**config.mk**
```make
export PLATFORM = sky130hd
export DESIGN_NAME = vec_lane_mask_wb
export DESIGN_NICKNAME = d
export VERILOG_FILES = /design/src/rtl/vec_lane_mask_wb.sv
export SDC_FILE = /design/constraint.sdc
export NUM_CORES = 2
export LEC_CHECK = 0
export BUFFER_PORTS_ARGS = -buffer_cell sky130_fd_sc_hd__buf_4
export CORE_AREA = 2 2 650 652
export CTS_BUF_LIST = sky130_fd_sc_hd__clkbuf_8
export DETAILED_ROUTE_END_ITERATION = 10
export DIE_AREA = 0 0 652 654
export SLEW_MARGIN = 20
export SYNTH_ARGS = -nofsm -noshare
export SYNTH_HDL_FRONTEND = slang
export SYNTH_SLANG_ARGS = --single-unit
```
**constraint.sdc**
```tcl
create_clock -name clk -period 4.1 [get_ports clk]
set_input_delay 0.82 -clock clk [delete_from_list [all_inputs] [get_ports clk]]
set_output_delay 0.82 -clock clk [all_outputs]
set_load 0.01 [all_outputs]
```
**src/rtl/vec_lane_mask_wb.sv**
```systemverilog
module vec_lane_mask_wb #(
  parameter int VEC_W  = 512,
  parameter int MREG_W = 64
) (
  input  logic              clk,
  input  logic              rst_n,
  input  logic              in_valid,
  input  logic [VEC_W-1:0]  in_result,
  input  logic [VEC_W-1:0]  in_old,
  input  logic [1:0]        in_ew,
  input  logic [2:0]        in_msel,
  input  logic              in_zero,
  input  logic              mw_en,
  input  logic [2:0]        mw_idx,
  input  logic [MREG_W-1:0] mw_data,
  input  logic [2:0]        mr_idx,
  output logic [MREG_W-1:0] mr_data,
  output logic              out_valid,
  output logic [VEC_W-1:0]  out_vec
);
  localparam int NBYTES = VEC_W / 8;
  localparam int IDXW   = (NBYTES > 1) ? $clog2(NBYTES) : 1;
  localparam int NMREG  = 8;

  logic [MREG_W-1:0] mreg [NMREG];
  logic [MREG_W-1:0] pred;
  logic [NBYTES-1:0] lane_en;
  logic [VEC_W-1:0]  merged;

  assign pred    = mreg[in_msel];
  assign mr_data = mreg[mr_idx];

  for (genvar b = 0; b < NBYTES; b++) begin : g_byte
    logic [IDXW-1:0] elem;
    assign elem       = IDXW'(b) >> in_ew;
    assign lane_en[b] = (in_msel == 3'd0) | pred[elem];
    assign merged[8*b +: 8] = lane_en[b] ? in_result[8*b +: 8]
                            : (in_zero ? 8'h00 : in_old[8*b +: 8]);
  end

  always_ff @(posedge clk or negedge rst_n) begin
    if (!rst_n) begin
      for (int i = 0; i < NMREG; i++) mreg[i] <= '0;
    end else if (mw_en) begin
      mreg[mw_idx] <= mw_data;
    end
  end

  always_ff @(posedge clk or negedge rst_n) begin
    if (!rst_n) begin
      out_valid <= 1'b0;
      out_vec   <= '0;
    end else begin
      out_valid <= in_valid;
      if (in_valid) out_vec <= merged;
    end
  end
endmodule

```
==> reports/metrics.cfg <==
[finish]
drive_gt1_share_pct = 49.1
layout_commonest_cell = buf_4
area_growth_pct = 61.7
fill_cells = 45000
multi_input_area_um2 = 35000
layout_common_cells = buf_4 (2421), dfrtp_1 (1025), dlygate4sd3_1 (728)
ff_latch_area_um2 = 25600
fin_nets = 9430
fin_area_um2 = 101000

[critical_path]
ff2ff_setup_slack_ns = 0.01
crit_fanout = 14
worst_ep_arrival_time_ns = 4.96
worstSetupPathType = in -> reg
worstRegToRegCells = 12
crit_path_end_kind = flop
regToRegEndpoint = out_vec[449]$_DFFE_PN0P_
critPathLaunchType = primary input
r2r-start = mreg[2]$_DFFE_PN0P_
crit_required_ns = 4.96

[detailed_routing]
ant_nets = 0
drt_iter0_drc = 7585
vias = 65600
avgViaCountPerCell = 4.67
wl_um = 518000
dr.pass1.iters = 6
drc = 0
wire_per_inst_um = 36.9

[clock_network]
htreeDepth = 4
cts_tree = yes
cts_sinks = 1025
cts.path.max_buffers = 4
clkLatencyLatePin_ns = 1.07
root_buffer = clkbuf_8
clk_pin_slew_ns = 0.07
cts_buffers = 200

[timing]
relSlewSlack_pct = 29.7
rsz0062_at_grt = false
fin_crit_sh_pct = 100
setup_viol = 0
period_minus_slack_ns = 4.10
maxSlewViolCount = 0
final_hold_viol_count = 0
finClkSkew_ns = 0.129
fmax_mhz = 244
tightest_slew_ns = 1.05

[power]
p_per_area_nw_per_um2 = 469
p_leak_nw = 43.3
ir_worst_vdd_v = 0.000262
fin_total_pwr_mw = 47.5

[grt]
met1_usage_pct = 29.2
track_usage_pct = 23.3
grt_pass1_vias = 64100
grt_use_met2_pct = 35.6
grt_pass1_wl_um = 660000
gr-usage-met3_pct = 7.85
antenna_found_initial = 178
grt_overflow_total = 0
busiest_layer = met2
grt_max_degree = 174

[floorplanning]
die_area_um2 = 426000
dieHeight_um = 654
num_io_pins = 1681
die_width_um = 652
core.rowCount = 238
coreArea_um2 = 419000
start_util_pct = 14.9

[worst_hold_path]
min_from = in_old[374]
hold_class = in -> reg
min_path_cells = 2
hold-path-endpoint = out_vec[374]$_DFFE_PN0P_

[yosys]
post_synth_inst_count = 5292
synth-edff-count = 0
synth_nets = 6404
yosys_warnings = 0
synth_area_um2 = 62700
ys_seq_area_share_pct = 40.9
synth_cell_type_count = 91
yosys_register_bits = 1025
syn_avg_cell_area_um2 = 11.8
synthArstFlopShare_pct = 100
synth_ff_type = dfrtp_1

[job]
cap_violations = 0

[place]
portBuffers = 1680
dpl_cell_area_um2 = 89700
dpl.hpwl_um = 429000
gp_congestion = 1.03

[status]
status = completed

[state kept, by name (all words and copies together), names as in the netlist]
signal,count
mreg,512
out_vec,512
out_valid,1
[power breakdown]
group / switching (mW) / internal [mW]
Combinational: 12.1 / 10.2
Clock: 5.27 / 6.07
Sequential: 1.66 / 12.2
[final cells by class]
type	count	share of cell area, %
clock inverters	94	0.677
repair buffers	3345	28.9
inverters	24	0.117
flip-flops and latches	1025	25.3
well taps	5520	6.82
multi-input cells	3722	34.5
clock buffers	254	3.45
diodes	63	0.156
[layer usage]
| metal | up-vias | share of wire (%) |
|---|---|---|
| met5 | - | 0.17 |
| met4 | 100 | 5.9 |
| met3 | 920 | 10 |
| met2 | 4021 | 44 |
| met1 | 34000 | 40 |
| li1 | 26600 | - |
[cells by family after synthesis]
family                     synth area share (%)
and+or+nand+nor                            11.8
muxes                                      31.0
AOI/OAI and AO/OA                          12.4
DFF                                        40.9
buffers and inverters                      3.72
adders and majority gates                 0.160
[what timing repair did]
action | in CTS | in global routing
endpoints found under the hold margin | 764 | 0
buffers inserted | 0 | 1
endpoints found under the setup margin | 0 | 20
hold buffers | 728 | 0
resized for setup | 0 | 9
[cell usage after synthesis (56+ instances only)]
master,n,area [um2]
mux2_2,644,7250
a221o_1,242,2420
a21oi_1,158,791
a31oi_1,202,1260
nor2_1,399,1500
and2_1,93,582
nand3b_1,89,668
clkbuf_1,400,1500
nand2b_1,80,500
mux4_2,464,10500
dfrtp_1,1025,25600
nor2b_1,189,1180
nand2_1,292,1100
a211oi_1,56,420
mux2i_1,157,1570
o21ai_0,91,455
[worst max-delay path: stages]
cell,delay (ns)
buf_6,0.20
buf_12,0.21
buf_12,0.14
buf_4,0.12
mux4_2,0.48
mux2i_1,0.36
buf_4,0.22
buf_4,0.24
mux4_2,0.27
mux2i_1,0.14
a32o_1,0.35
o22ai_4,0.31
buf_12,0.20
mux2i_1,0.52
buf_4,0.21
a21oi_1,0.07
[through the flow]
step	TNS [ns]	instances	utilization, %	worst slack [ns]	hold slack, ns
after detailed placement	-223.67	12900	21.4	-0.972	0.500
after floorplan	-0.263	5292	-	-0.0328	0.488
after CTS	0	14000	24.1	0.0182	0.000328
final	0	14000	24.2	0.0000875	0.130
after global routing	0	14000	24.2	0.00377	0.0457
after global placement	-231.80	12900	21.4	-1.65	0.494
[how the worst max path moves through the flow]
stage	from	endpoint	slack, ns	cells after the start
after detailed placement	in_msel[1]	out_vec[366]$_DFFE_PN0P_	-0.97	16
after global routing	mreg[362]$_DFFE_PN0P_	out_vec[334]$_DFFE_PN0P_	0.004	13
after CTS	mreg[5]$_DFFE_PN0P_	out_vec[280]$_DFFE_PN0P_	0.02	12
final	in_msel[1]	out_vec[366]$_DFFE_PN0P_	0.00009	16
after floorplan	in_ew[0]	out_vec[352]$_DFFE_PN0P_	-0.03	17
after global placement	in_msel[1]	out_vec[182]$_DFFE_PN0P_	-1.65	15
Power figures use the tool's default switching activity.
